## config.mk

```make
export PLATFORM = sky130hd
export DESIGN_NAME = prio_irq_ctrl
export DESIGN_NICKNAME = d
export VERILOG_FILES = /design/src/rtl/pic_pkg.sv /design/src/rtl/pic_req_reg.sv /design/src/rtl/pic_prio_find.sv /design/src/rtl/pic_ack_seq.sv /design/src/rtl/prio_irq_ctrl.sv
export SDC_FILE = /design/constraint.sdc
export NUM_CORES = 1
export LEC_CHECK = 0
export BUFFER_PORTS_ARGS = -buffer_cell sky130_fd_sc_hd__buf_2
export CAP_MARGIN = 0
export CORE_MARGIN = 2
export CORE_UTILIZATION = 60
export CTS_CLUSTER_DIAMETER = 100
export DETAILED_ROUTE_END_ITERATION = 6
export GPL_TIMING_DRIVEN = 0
export PLACE_DENSITY = 0.82
export SLEW_MARGIN = 15
export SYNTH_ARGS = -nofsm -noshare
export SYNTH_HDL_FRONTEND = slang
export SYNTH_SLANG_ARGS = --single-unit
```

## constraint.sdc

```tcl
create_clock -name clk -period 3.83 [get_ports clk]
set_clock_uncertainty 0.1 [all_clocks]
set_input_delay 1.149 -clock clk [delete_from_list [all_inputs] [get_ports clk]]
set_output_delay 1.149 -clock clk [all_outputs]
set_load 0.02 [all_outputs]
```

## src/rtl/pic_pkg.sv

```systemverilog
package pic_pkg;
  typedef enum logic [1:0] {
    SEL_MASK = 2'b00,
    SEL_TRIG = 2'b01,
    SEL_BASE = 2'b10,
    SEL_ISR  = 2'b11
  } reg_sel_e;

  localparam int EOI_BIT = 5;
endpackage

```

## src/rtl/pic_req_reg.sv

```systemverilog
module pic_req_reg #(
  parameter int N = 8
) (
  input  logic         clk,
  input  logic         rst_n,
  input  logic [N-1:0] req_in,
  input  logic [N-1:0] edge_sel,
  input  logic [N-1:0] clr,
  output logic [N-1:0] irr
);
  for (genvar i = 0; i < N; i++) begin : g_bit
    logic prev_q, prev_d;
    logic irr_q, irr_d;
    logic rise;

    always_comb begin
      rise   = req_in[i] & ~prev_q;
      prev_d = req_in[i];
      if (clr[i])           irr_d = 1'b0;
      else if (edge_sel[i]) irr_d = irr_q | rise;
      else                  irr_d = req_in[i];
    end

    always_ff @(posedge clk or negedge rst_n) begin
      if (!rst_n) begin
        prev_q <= 1'b0;
        irr_q  <= 1'b0;
      end else begin
        prev_q <= prev_d;
        irr_q  <= irr_d;
      end
    end

    assign irr[i] = irr_q;

    a_r3_edge_hold: assert property (@(posedge clk) disable iff (!rst_n)
      (irr_q && edge_sel[i] && !clr[i]) |=> irr_q);

    a_r2_level_follow: assert property (@(posedge clk) disable iff (!rst_n)
      (!edge_sel[i] && !clr[i]) |=> (irr_q == $past(req_in[i])));
  end
endmodule

```

## src/rtl/pic_prio_find.sv

```systemverilog
module pic_prio_find #(
  parameter int N = 8,
  localparam int W = $clog2(N)
) (
  input  logic [N-1:0] vec,
  output logic         any,
  output logic [W-1:0] idx
);
  always_comb begin
    any = 1'b0;
    idx = '0;
    for (int i = N - 1; i >= 0; i--) begin
      if (vec[i]) begin
        any = 1'b1;
        idx = W'(i);
      end
    end
  end
endmodule

```

## src/rtl/pic_ack_seq.sv

```systemverilog
module pic_ack_seq #(
  parameter int LVL_W = 3
) (
  input  logic             clk,
  input  logic             rst_n,
  input  logic             ack,
  input  logic             grant_ok,
  input  logic [LVL_W-1:0] grant_lvl,
  output logic             take,
  output logic             lat_valid,
  output logic [LVL_W-1:0] lat_lvl,
  output logic             vec_oe
);
  logic             phase_q, phase_d;
  logic             valid_q, valid_d;
  logic [LVL_W-1:0] lvl_q, lvl_d;
  logic             first;

  always_comb begin
    first   = ack & ~phase_q;
    take    = ack & phase_q;
    phase_d = phase_q;
    valid_d = valid_q;
    lvl_d   = lvl_q;
    if (first) begin
      phase_d = 1'b1;
      valid_d = grant_ok;
      lvl_d   = grant_ok ? grant_lvl : '1;
    end else if (take) begin
      phase_d = 1'b0;
    end
  end

  always_ff @(posedge clk or negedge rst_n) begin
    if (!rst_n) begin
      phase_q <= 1'b0;
      valid_q <= 1'b0;
      lvl_q   <= '0;
    end else begin
      phase_q <= phase_d;
      valid_q <= valid_d;
      lvl_q   <= lvl_d;
    end
  end

  assign lat_valid = valid_q;
  assign lat_lvl   = lvl_q;
  assign vec_oe    = take;

  a_r6_first_quiet: assert property (@(posedge clk) disable iff (!rst_n)
    (ack && !phase_q) |-> !vec_oe);

  a_r6_single_drive: assert property (@(posedge clk) disable iff (!rst_n)
    vec_oe |=> !vec_oe);
endmodule

```

## src/rtl/prio_irq_ctrl.sv

```systemverilog
module prio_irq_ctrl #(
  parameter int NUM_IRQ = 8,
  parameter int DATA_W  = 8
) (
  input  logic               clk,
  input  logic               rst_n,
  input  logic               cs,
  input  logic               addr,
  input  logic               rd,
  input  logic               wr,
  input  logic [DATA_W-1:0]  wdata,
  output logic [DATA_W-1:0]  rdata,
  output logic               rdata_oe,
  input  logic [NUM_IRQ-1:0] irq_req,
  output logic               irq_out,
  input  logic               ack
);
  import pic_pkg::*;

  localparam int LVL_W  = $clog2(NUM_IRQ);
  localparam int BASE_W = DATA_W - LVL_W;

  // reset: asynchronous assert, synchronous release
  logic rst_m_q, rst_s_q;
  always_ff @(posedge clk or negedge rst_n) begin
    if (!rst_n) begin
      rst_m_q <= 1'b0;
      rst_s_q <= 1'b0;
    end else begin
      rst_m_q <= 1'b1;
      rst_s_q <= rst_m_q;
    end
  end

  logic [NUM_IRQ-1:0] mask_q, mask_d, trig_q, trig_d, isr_q, isr_d;
  logic [BASE_W-1:0]  base_q, base_d;
  reg_sel_e           sel_q, sel_d;

  logic               wr0, wr1, eoi, rd_any;
  logic [NUM_IRQ-1:0] irr, pend, eoi_clr, isr_set;
  logic               pend_any, isr_any, grant_ok;
  logic [LVL_W-1:0]   pend_idx, isr_idx;
  logic               take, lat_valid, vec_oe;
  logic [LVL_W-1:0]   lat_lvl;
  logic [DATA_W-1:0]  reg_rd;

  assign wr0    = cs & wr & ~addr;
  assign wr1    = cs & wr & addr;
  assign rd_any = cs & rd;
  assign eoi    = wr0 & wdata[EOI_BIT];

  pic_req_reg #(.N(NUM_IRQ)) u_req (
    .clk(clk), .rst_n(rst_s_q), .req_in(irq_req),
    .edge_sel(trig_q), .clr(isr_set), .irr(irr)
  );

  assign pend = irr & ~mask_q;

  pic_prio_find #(.N(NUM_IRQ)) u_pend_find (
    .vec(pend), .any(pend_any), .idx(pend_idx)
  );

  pic_prio_find #(.N(NUM_IRQ)) u_isr_find (
    .vec(isr_q), .any(isr_any), .idx(isr_idx)
  );

  assign grant_ok = pend_any & (~isr_any | (pend_idx < isr_idx));
  assign irq_out  = grant_ok;

  pic_ack_seq #(.LVL_W(LVL_W)) u_ack (
    .clk(clk), .rst_n(rst_s_q), .ack(ack), .grant_ok(grant_ok),
    .grant_lvl(pend_idx), .take(take), .lat_valid(lat_valid),
    .lat_lvl(lat_lvl), .vec_oe(vec_oe)
  );

  always_comb begin
    sel_d   = wr0 ? reg_sel_e'(wdata[DATA_W-1 -: 2]) : sel_q;
    mask_d  = (wr1 && sel_q == SEL_MASK) ? wdata[NUM_IRQ-1:0] : mask_q;
    trig_d  = (wr1 && sel_q == SEL_TRIG) ? wdata[NUM_IRQ-1:0] : trig_q;
    base_d  = (wr1 && sel_q == SEL_BASE) ? wdata[DATA_W-1 -: BASE_W] : base_q;
    eoi_clr = (eoi && isr_any) ? (NUM_IRQ'(1) << isr_idx) : '0;
    isr_set = (take && lat_valid) ? (NUM_IRQ'(1) << lat_lvl) : '0;
    isr_d   = (isr_q & ~eoi_clr) | isr_set;
  end

  always_ff @(posedge clk or negedge rst_s_q) begin
    if (!rst_s_q) begin
      sel_q  <= SEL_MASK;
      mask_q <= '0;
      trig_q <= '0;
      base_q <= '0;
      isr_q  <= '0;
    end else begin
      sel_q  <= sel_d;
      mask_q <= mask_d;
      trig_q <= trig_d;
      base_q <= base_d;
      isr_q  <= isr_d;
    end
  end

  always_comb begin
    if (!addr) begin
      reg_rd = DATA_W'(irr);
    end else begin
      case (sel_q)
        SEL_MASK: reg_rd = DATA_W'(mask_q);
        SEL_TRIG: reg_rd = DATA_W'(trig_q);
        SEL_BASE: reg_rd = {base_q, {LVL_W{1'b0}}};
        default:  reg_rd = DATA_W'(isr_q);
      endcase
    end
    if (vec_oe)      rdata = {base_q, lat_lvl};
    else if (rd_any) rdata = reg_rd;
    else             rdata = '0;
    rdata_oe = vec_oe | rd_any;
  end

  a_r4_all_masked_quiet: assert property (@(posedge clk) disable iff (!rst_s_q)
    (&mask_q) |-> !irq_out);

  a_r7_isr_set: assert property (@(posedge clk) disable iff (!rst_s_q)
    (take && lat_valid) |=> isr_q[$past(lat_lvl)]);

  a_r8_spurious_keep: assert property (@(posedge clk) disable iff (!rst_s_q)
    (take && !lat_valid && !eoi) |=> (isr_q == $past(isr_q)));

  a_r9_eoi_one: assert property (@(posedge clk) disable iff (!rst_s_q)
    (eoi && isr_any && !take) |=> ($countones(isr_q) == $countones($past(isr_q)) - 1));
endmodule

```

# ---- Word-level counts from Yosys, hierarchy flattened
# Cells that the tools add are included.
dict set report word_totals {
  register_bits 54
  in_bits 23
  out_inout_bits 10
  elab_cells 137
}
dict set report op_classes {
  n_lt_le_gt_ge 1
  eq_ne 2
  n_shift 2
  n_mux 57
  n_bitwise 42
  n_reduce_logical 7
}
# operator count
set op_table {}
lappend op_table {{2-to-1 mux 3 bit} 17}
lappend op_table {{2-to-1 mux 8 bit} 5}
lappend op_table {{2-to-1 mux 1 bit} 34}
lappend op_table {{case mux 8 bit (3 select lines)} 1}
lappend op_table {{AND 1 bit} 16}
lappend op_table {{AND 8 bit} 2}
lappend op_table {{inverter 8 bit} 2}
lappend op_table {{<< shifter 1 x 3 -> 8 bit (first input constant)} 2}
lappend op_table {{inverter 1 bit} 11}
lappend op_table {{OR 1 bit} 10}
lappend op_table {{OR 8 bit} 1}
lappend op_table {{logical AND 1 bit} 5}
lappend op_table {{< comparator 3 bit} 1}
lappend op_table {{== test 2 x 1 -> 1 bit (second input constant)} 1}
lappend op_table {{== test 2 bit (second input constant)} 1}
lappend op_table {{zero test 2 bit} 1}
lappend op_table {{nonzero test 2 bit} 1}

# ---- Depth between registers and ports, before layout
# Gate-level depths: netlist of the first run.
dict set report depth {
  ltp_word 14
  ltp_mapped 9
  depth_no_buf 9
}

# ---- Modules after synthesis
# From an unflattened synthesis of the first run, not the netlist that was laid out.
dict set report unflattened {
  hier_cells 251
  area_unflattened_um2 2857.7
}
# module instances cells_each area_each_um2 seq_area_each_um2
set by_module_without_submodules {}
lappend by_module_without_submodules {prio_irq_ctrl 1 161 1819.2 825.8}
lappend by_module_without_submodules {pic_req_reg 1 48 636.9 400.4}
lappend by_module_without_submodules {pic_ack_seq 1 16 241.5 125.1}
lappend by_module_without_submodules {pic_prio_find 2 13 80.1 0.0}

# ---- Worst setup path after synthesis of the first run
# OpenSTA, ideal clock, no wires.
dict set report synth_timing {
  path_kind {input to output}
  from {in addr}
  to {out rdata[3]}
  t_arrival_ns 2.084
  t_required_ns 2.581
  slack_ns 0.497
  path_stages 3
  n_path_buf 1
  path_cell_list {buf_1 mux2i_1 o21ai_0}
}
dict set report synth_between {
  elab_chain_cells 3
}
# item line_no
set synth_rtl {}
lappend synth_rtl {{start: declaration} prio_irq_ctrl.sv:8} ;# input logic addr,
lappend synth_rtl {{2-to-1 mux 8 bit} prio_irq_ctrl.sv:103} ;# if (!addr) begin
lappend synth_rtl {{2-to-1 mux 8 bit} prio_irq_ctrl.sv:114} ;# else if (rd_any) rdata = reg_rd;
lappend synth_rtl {{2-to-1 mux 8 bit} prio_irq_ctrl.sv:113} ;# if (vec_oe) rdata = {base_q, lat_lvl};
lappend synth_rtl {{end: declaration} prio_irq_ctrl.sv:12} ;# output logic [DATA_W-1:0] rdata,
# Every way passes these cells.

# ---- Worst setup path in the final report of the first run
dict set report layout_timing {
  from {reg u_req.g_bit[5].irr_q}
  to {out irq_out}
}
dict set report layout_between {
  elab_chain_cells 10
  word_cells_on_any_way 16
  cone_classes {order compare: 1; mux: 12; bitwise: 3}
}
# item line_no
set layout_rtl {}
lappend layout_rtl {{start: declaration} pic_req_reg.sv:13} ;# logic irr_q, irr_d;
lappend layout_rtl {{start signal: assignment} pic_req_reg.sv:30} ;# irr_q <= irr_d;
lappend layout_rtl {{AND 8 bit (*)} prio_irq_ctrl.sv:57} ;# assign pend = irr & ~mask_q;
lappend layout_rtl {{2-to-1 mux 3 bit (6 in a row)} pic_prio_find.sv:13} ;# if (vec[i]) begin
lappend layout_rtl {{< comparator 3 bit} prio_irq_ctrl.sv:67} ;# assign grant_ok = pend_any & (~isr_any | (pend_idx < isr_idx));
lappend layout_rtl {{OR 1 bit} prio_irq_ctrl.sv:67}
lappend layout_rtl {{AND 1 bit (*)} prio_irq_ctrl.sv:67}
lappend layout_rtl {{end: declaration} prio_irq_ctrl.sv:15} ;# output logic irq_out,
# Every way passes the cells marked *; elsewhere a longest branch is shown, timed or not.

==> results of run 1 <==
-- power by group through the flow --
stage	clock network (uW)	registers, uW	logic, uW
after detailed placement	0	1000	1040
after global placement	0	993	995
after global routing	338	1030	1260
after floorplan	0	934	827
after CTS	320	987	1050
final	310	994	1150
-- cell usage after synthesis, drive strengths merged (2+ instances only) --
cell type | n | area, um2
o21bai | 3 | 22.5
buf | 8 | 46.3
nor2b | 10 | 72.6
a31oi | 3 | 18.8
nor3 | 7 | 46.3
mux4 | 5 | 113
dfrtp | 54 | 1350
inv | 4 | 15.0
nand4 | 2 | 12.5
nand2 | 27 | 104
ha | 2 | 25.0
o211ai | 3 | 22.5
o22ai | 2 | 12.5
o21ai | 18 | 90.1
a21oi | 4 | 20.0
nor2 | 27 | 101
a22oi | 8 | 60.1
a21o | 8 | 60.1
mux2 | 22 | 248
nand2b | 8 | 50.1
mux2i | 8 | 80.1
nand3 | 10 | 50.1
-- repair_timing --
item | CTS | global route
resized for setup | 0 | 2
setup buffers | 0 | 3
setup endpoints to repair | 0 | 1
-- metal layers --
metal  global-route usage  vias to the layer above
met4                0.105                        0
li1                     -                     1008
met1                0.353                     1060
met5                    0                        -
met3               0.0633                       14
met2                0.410                       64
-- worst register-to-register path, cell delays in order (launching register included) --
cell and delay (ns):
dfrtp_1 0.41, nor2b_2 0.20, a2111oi_4 0.31, nor2_1 0.08, ha_1 0.30, o21a_1 0.12
o22ai_1 0.10, a21o_1 0.20, buf_4 0.13, a22o_1 0.18
-- cells by family after synthesis --
| family | share of synthesized area |
|---|---|
| buffers and inverters | 0.0223 |
| other | 0.00136 |
| and+or+nand+nor | 0.174 |
| xor gates and xnor gates | 0.00319 |
| DFF | 0.492 |
| adders and majority gates | 0.00911 |
| AOI/OAI and AO/OA | 0.138 |
| muxes | 0.160 |
-- registers in the layout, indices dropped and copies added (netlist names) --
register,flops
base_q,5
isr_q,8
mask_q,8
rst_m_q,1
rst_s_q,1
sel_q,2
trig_q,8
u_ack.lat_lvl,3
u_ack.lat_valid,1
u_ack.phase_q,1
u_req.g_bit.irr_q,8
u_req.g_bit.prev_q,8
-- worst paths after layout --
| check | start | endpoint | slack [ns] | cells past startpoint |
|---|---|---|---|---|
| max in group asynchronous | rst_n | rst_s_q | 3.02 | 1 |
| setup reg to reg | u_req.g_bit[5].irr_q | u_ack.lat_valid | 1.59 | 9 |
| hold / removal | rst_s_q | trig_q[5] | 0.09 | 0 |
| min in group clk | rst_m_q | rst_s_q | 0.25 | 0 |
| setup / recovery | u_req.g_bit[5].irr_q | irq_out | 0.17 | 9 |
| hold reg to reg | rst_s_q | trig_q[5] | 0.09 | 0 |
-- area by class of cell --
type | instances | area share
flip-flops and latches | 54 | 0.435
multi-input cells | 190 | 0.431
repair buffers | 36 | 0.0652
clock buffers | 6 | 0.0233
well taps | 52 | 0.0209
plain buffers | 8 | 0.0149
inverters | 4 | 0.00483
clock inverters | 2 | 0.00443
-- placed cells by master (no fill, tap or decap), drive strengths merged, types with 3 or more instances in the layout --
cell type,n
nor2b,10
nor3,7
nand2,27
o211ai,3
mux2,22
nand2b,8
o21bai,3
a21oi,4
o21ai,18
clkbuf,6
mux2i,8
inv,4
dfrtp,54
a22oi,8
nand3,10
buf,44
mux4,5
a31oi,3
a21o,8
nor2,27
-- per-stage QoR --
stage / setup slack, ns / power [uW]
3_3_place_gp: 0.283 / 1990
5_1_grt: 0.0373 / 2630
4_1_cts: 0.100 / 2360
3_5_place_dp: 0.284 / 2040
6_report: 0.174 / 2460
2_1_floorplan: 0.497 / 1760
==> results.sh, run 1 <==
export IMPL_switching_share=0.397
export IMPL_syn_num_nets=281
export IMPL_synth_area_um2=2750
export IMPL_power_density_nw_per_um2=790
export IMPL_drc=0
export IMPL_leakagePower_uw=0.00144
export IMPL_cp_max_fo=4
export IMPL_rsz0062_at_grt="no"
export IMPL_fin_crit_ns=3.66
export IMPL_cp_cell_sequence="nor2b_2 -> a2111oi_4 -> nor2_1 -> ha_1 -> a21o_1 -> a21oi_2 -> a21o_1 -> nor2b_1 -> buf_2"
export IMPL_antenna_cells=0
export IMPL_grt_usage=0.261
export IMPL_synth_warnings=0
export IMPL_path_class="reg2out"
export IMPL_critPathArrivalTime_ns=2.41
export IMPL_ant_nets=0
export IMPL_finalMaxSlewViolations=0
export IMPL_required_ns=2.58
export IMPL_multi_input_area_um2=1340
export IMPL_fin_util=0.709
export IMPL_die_x_um=71.7
export IMPL_final_net_count=324
export IMPL_end_kind="output pin"
export IMPL_port_buffers=32
export IMPL_synthArstFlopShare=1.00
export IMPL_via_count=2146
export IMPL_cts_root_buf="clkbuf_8"
export IMPL_max_freq_mhz=274
export IMPL_hold_violations=0
export IMPL_start_util=0.627
export IMPL_power_frac_comb=0.469
export IMPL_grt_pass1_wl_um=10100
export IMPL_routed_via_density=6.10
export IMPL_relSlewSlack=0.576
export IMPL_intPower_uw=1480
export IMPL_met2RoutedLength_um=2950
export IMPL_nFillCells=329
export IMPL_startpoint_type="flop"
export IMPL_grt_overflow_total=0
export IMPL_setup_tns_ns=0
export IMPL_clk_pin_slew_ns=0.10
export IMPL_max_cap_violations=0
export IMPL_seq_power_share=0.405
export IMPL_min_path_type="reg2async"
export IMPL_ioPinCount=33
export IMPL_synth_cell_types=43
export IMPL_wl_um=6070
export IMPL_antenna_found_initial=0
export IMPL_clock_latency_ns=0.31
export IMPL_drt_met1_wl_um=2580
export IMPL_clkPwrFrac=0.126
export IMPL_synthToLayoutAreaGrowth_pct=13.2
export IMPL_rows=24
export IMPL_finalInstanceArea_um2=3110
export IMPL_first_iter_violations=108
export IMPL_top_layer_used="met4"
export IMPL_seq_area_frac_synth=0.492
export IMPL_post_route_period_util=0.955
export IMPL_cts_tree="done"
export IMPL_wl_met3_um=388
export IMPL_whs_ns=0.0903
export IMPL_worstMarginPinSlew_ns=0.636
export IMPL_synth_edf_count=0
export IMPL_postSynthCellCount=256
export IMPL_first_pass_iters=4
export IMPL_layout_area_seq_um2=1350
export IMPL_grt_pass1_vias=2072
export IMPL_synth_seq_cells=54
export IMPL_htreeDepth=2
export IMPL_dp_hpwl_um=4530
export IMPL_ir_drop_v=0.000387
export IMPL_stdcell_count=352
export IMPL_grt_max_degree=36
export IMPL_die_area_um2=5140
export IMPL_ys_flop_type="dfrtp_1"
export IMPL_dieHeight_um=71.7
export IMPL_cts_buffers=5
export IMPL_netSwitchingPower_uw=975
export IMPL_critPathSlowestCell="dfrtp_1"
export IMPL_core_area_um2=4380
export IMPL_finalSetupViolCount=0
export IMPL_clock_sinks=54
export IMPL_cts_max_path_buffers=2
export IMPL_avgRoutedWirePerCell_um=17.2
export IMPL_gp_congestion=0.843
export IMPL_crit_top_cell="a21o_1"
export IMPL_drive_gt1_frac=0.297
export IMPL_syn_avg_cell_area_um2=10.7
export IMPL_cp_num_buf_inv=1
export IMPL_status="finished, final reports clean"
export IMPL_place_inst=341
export IMPL_crit_family="compound AO/OA/AOI/OAI gates"
export IMPL_placed_cell_area_um2=2990
export IMPL_cts_hold_buf=0
export IMPL_max_stage_delay_ns=0.41
(Power assumes the default switching activity.)
==> run 2, diff against run 1 <==
--- a/config.mk
+++ b/config.mk
@@ -5,6 +5,7 @@
 export SDC_FILE = /design/constraint.sdc
 export NUM_CORES = 1
 export LEC_CHECK = 0
+export ABC_AREA = 1
 export BUFFER_PORTS_ARGS = -buffer_cell sky130_fd_sc_hd__buf_2
 export CAP_MARGIN = 0
 export CORE_MARGIN = 2
==> results.sh, run 2 <==
export IMPL_worstMarginPinSlew_ns=0.661
export IMPL_rows=24
export IMPL_first_iter_violations=197
export IMPL_finalMaxSlewViolations=0
export IMPL_synth_warnings=0
export IMPL_cts_root_buf="clkbuf_8"
export IMPL_via_count=2493
export IMPL_syn_avg_cell_area_um2=7.89
export IMPL_gp_congestion=0.881
export IMPL_cts_setup_buffers=0
export IMPL_synthArstFlopShare=1.00
export IMPL_place_inst=427
export IMPL_antenna_found_initial=0
export IMPL_postSynthCellCount=342
export IMPL_relSlewSlack=0.559
export IMPL_synth_area_um2=2700
export IMPL_synth_edf_count=0
export IMPL_power_density_nw_per_um2=702
export IMPL_max_cap_violations=0
export IMPL_die_x_um=71.1
export IMPL_cts_buffers=5
export IMPL_ir_drop_v=0.000396
export IMPL_startpoint_type="input port"
export IMPL_syn_num_nets=367
export IMPL_grt_pass1_vias=2334
export IMPL_drc=0
export IMPL_max_freq_mhz=270
export IMPL_finalInstanceArea_um2=3070
export IMPL_placed_cell_area_um2=2950
export IMPL_grt_overflow_total=0
export IMPL_core_area_um2=4350
export IMPL_leakagePower_uw=0.00154
export IMPL_start_util=0.620
export IMPL_rsz0062_at_grt="no"
export IMPL_clk_pin_slew_ns=0.10
export IMPL_final_common_cell="nand2_1"
export IMPL_clock_sinks=54
export IMPL_grt_usage=0.272
export IMPL_cp_max_fo=10
export IMPL_synthToLayoutAreaGrowth_pct=13.7
export IMPL_path_class="in2out"
export IMPL_antenna_cells=0
export IMPL_wl_um=6390
export IMPL_ys_flop_type="dfrtp_1"
export IMPL_grt_max_degree=30
export IMPL_hold_violations=0
export IMPL_ant_nets=0
export IMPL_end_kind="output pin"
export IMPL_drive_gt1_frac=0.159
export IMPL_synth_top_cells_by_count="103 x nand2_1, 54 x dfrtp_1, 45 x inv_1"
export IMPL_die_area_um2=5050
export IMPL_post_cts_resized=0
export IMPL_post_route_period_util=0.969
export IMPL_setup_tns_ns=0
export IMPL_dp_hpwl_um=4900
export IMPL_clock_latency_ns=0.31
export IMPL_ioPinCount=33
export IMPL_status="finished, final reports clean"
export IMPL_min_path_type="reg2async"
export IMPL_synthMostInstantiatedCell="nand2_1"
export IMPL_htreeDepth=2
export IMPL_first_pass_iters=5
export IMPL_whs_ns=0.208
export IMPL_yosysTopAreaCellShare=0.501
export IMPL_grt_pass1_wl_um=10800
export IMPL_yosysTopAreaCell="dfrtp_1"
export IMPL_routed_via_density=5.73
export IMPL_cts_hold_buf=0
export IMPL_port_buffers=32
export IMPL_crit_path_start="ack"
export IMPL_cts_tree="done"
export IMPL_stdcell_count=435
export IMPL_rr_startpoint="isr_q[3]"
export IMPL_critPathArrivalTime_ns=2.46
export IMPL_nFillCells=353
export IMPL_fin_crit_ns=3.71
export IMPL_cts_max_path_buffers=2
export IMPL_synth_cell_types=32
export IMPL_ys_top_cells_by_area="dfrtp_1 50%, nand2_1 14%, inv_1 6.3%"
export IMPL_avgRoutedWirePerCell_um=14.7
export IMPL_final_cell_mix="103 x nand2_1, 53 x dfrtp_1, 45 x inv_1"
export IMPL_synth_seq_cells=54
export IMPL_dieHeight_um=71.1
export IMPL_seq_area_frac_synth=0.501
export IMPL_finalSetupViolCount=0
export IMPL_final_net_count=407
export IMPL_required_ns=2.58
[run 2: logic make-up after synthesis]
logic type,count (synthesis),synth area share
buffers and inverters,56,0.0793
other,1,0.00139
flip-flops,54,0.501
AND/OR/NAND/NOR,149,0.230
AO/OA/AOI/OAI,80,0.179
adder cells (fa/ha/maj),2,0.00927
[run 2: critical path, stage by stage]
cell and delay [ns]:
buf_2 0.11, nand2_1 0.29, nand3_2 0.27, o21bai_1 0.23, o22ai_1 0.19, buf_2 0.21
[run 2: path summary, 6_finish.rpt]
kind                                         to  slack [ns]  cells after the start
max                                    rdata[3]        0.12                      6
min                                    sel_q[0]        0.21                      0
max reg2reg                    u_ack.lat_lvl[1]        1.72                     13
min reg2reg                            sel_q[0]        0.21                      0
max in group asynchronous  u_req.g_bit[5].irr_q        2.88                      1
min in group clk                        rst_s_q        0.26                      0
[run 2: where the power goes]
part / leakage, uW / total (uW) / switching, uW / internal, uW
Combinational: 0.000834 / 836 / 533 / 303
Sequential: 0.000657 / 931 / 187 / 744
Clock: 0.0000514 / 385 / 189 / 195
[run 2: area by class of cell]
class	count	area, um2	share of cell area
well taps	52	65.1	0.0212
inverters	52	195	0.0636
flip-flops and latches	54	1350	0.441
clock inverters	2	37.5	0.0122
repair buffers	33	188	0.0612
multi-input cells	232	1140	0.371
plain buffers	4	18.8	0.00612
clock buffers	6	72.6	0.0237
[run 2: per-layer routing]
metal  vias to the layer above  track usage  share of wire
li1                       1199            -              -
met3                        17       0.0456          0.067
met5                         -            0              0
met4                         0       0.0629          0.019
met2                       118        0.454           0.48
met1                      1159        0.378           0.43
[run 2: stage by stage]
| stage | total power, uW | utilization | setup slack (ns) |
|---|---|---|---|
| floorplan | 1510 | - | 0.361 |
| global placement | 1710 | 0.671 | 0.0527 |
| detailed placement | 1760 | 0.678 | 0.0508 |
| CTS | 2140 | 0.703 | 0.0386 |
| global route | 2310 | 0.704 | 0.0499 |
| finish | 2150 | 0.704 | 0.120 |
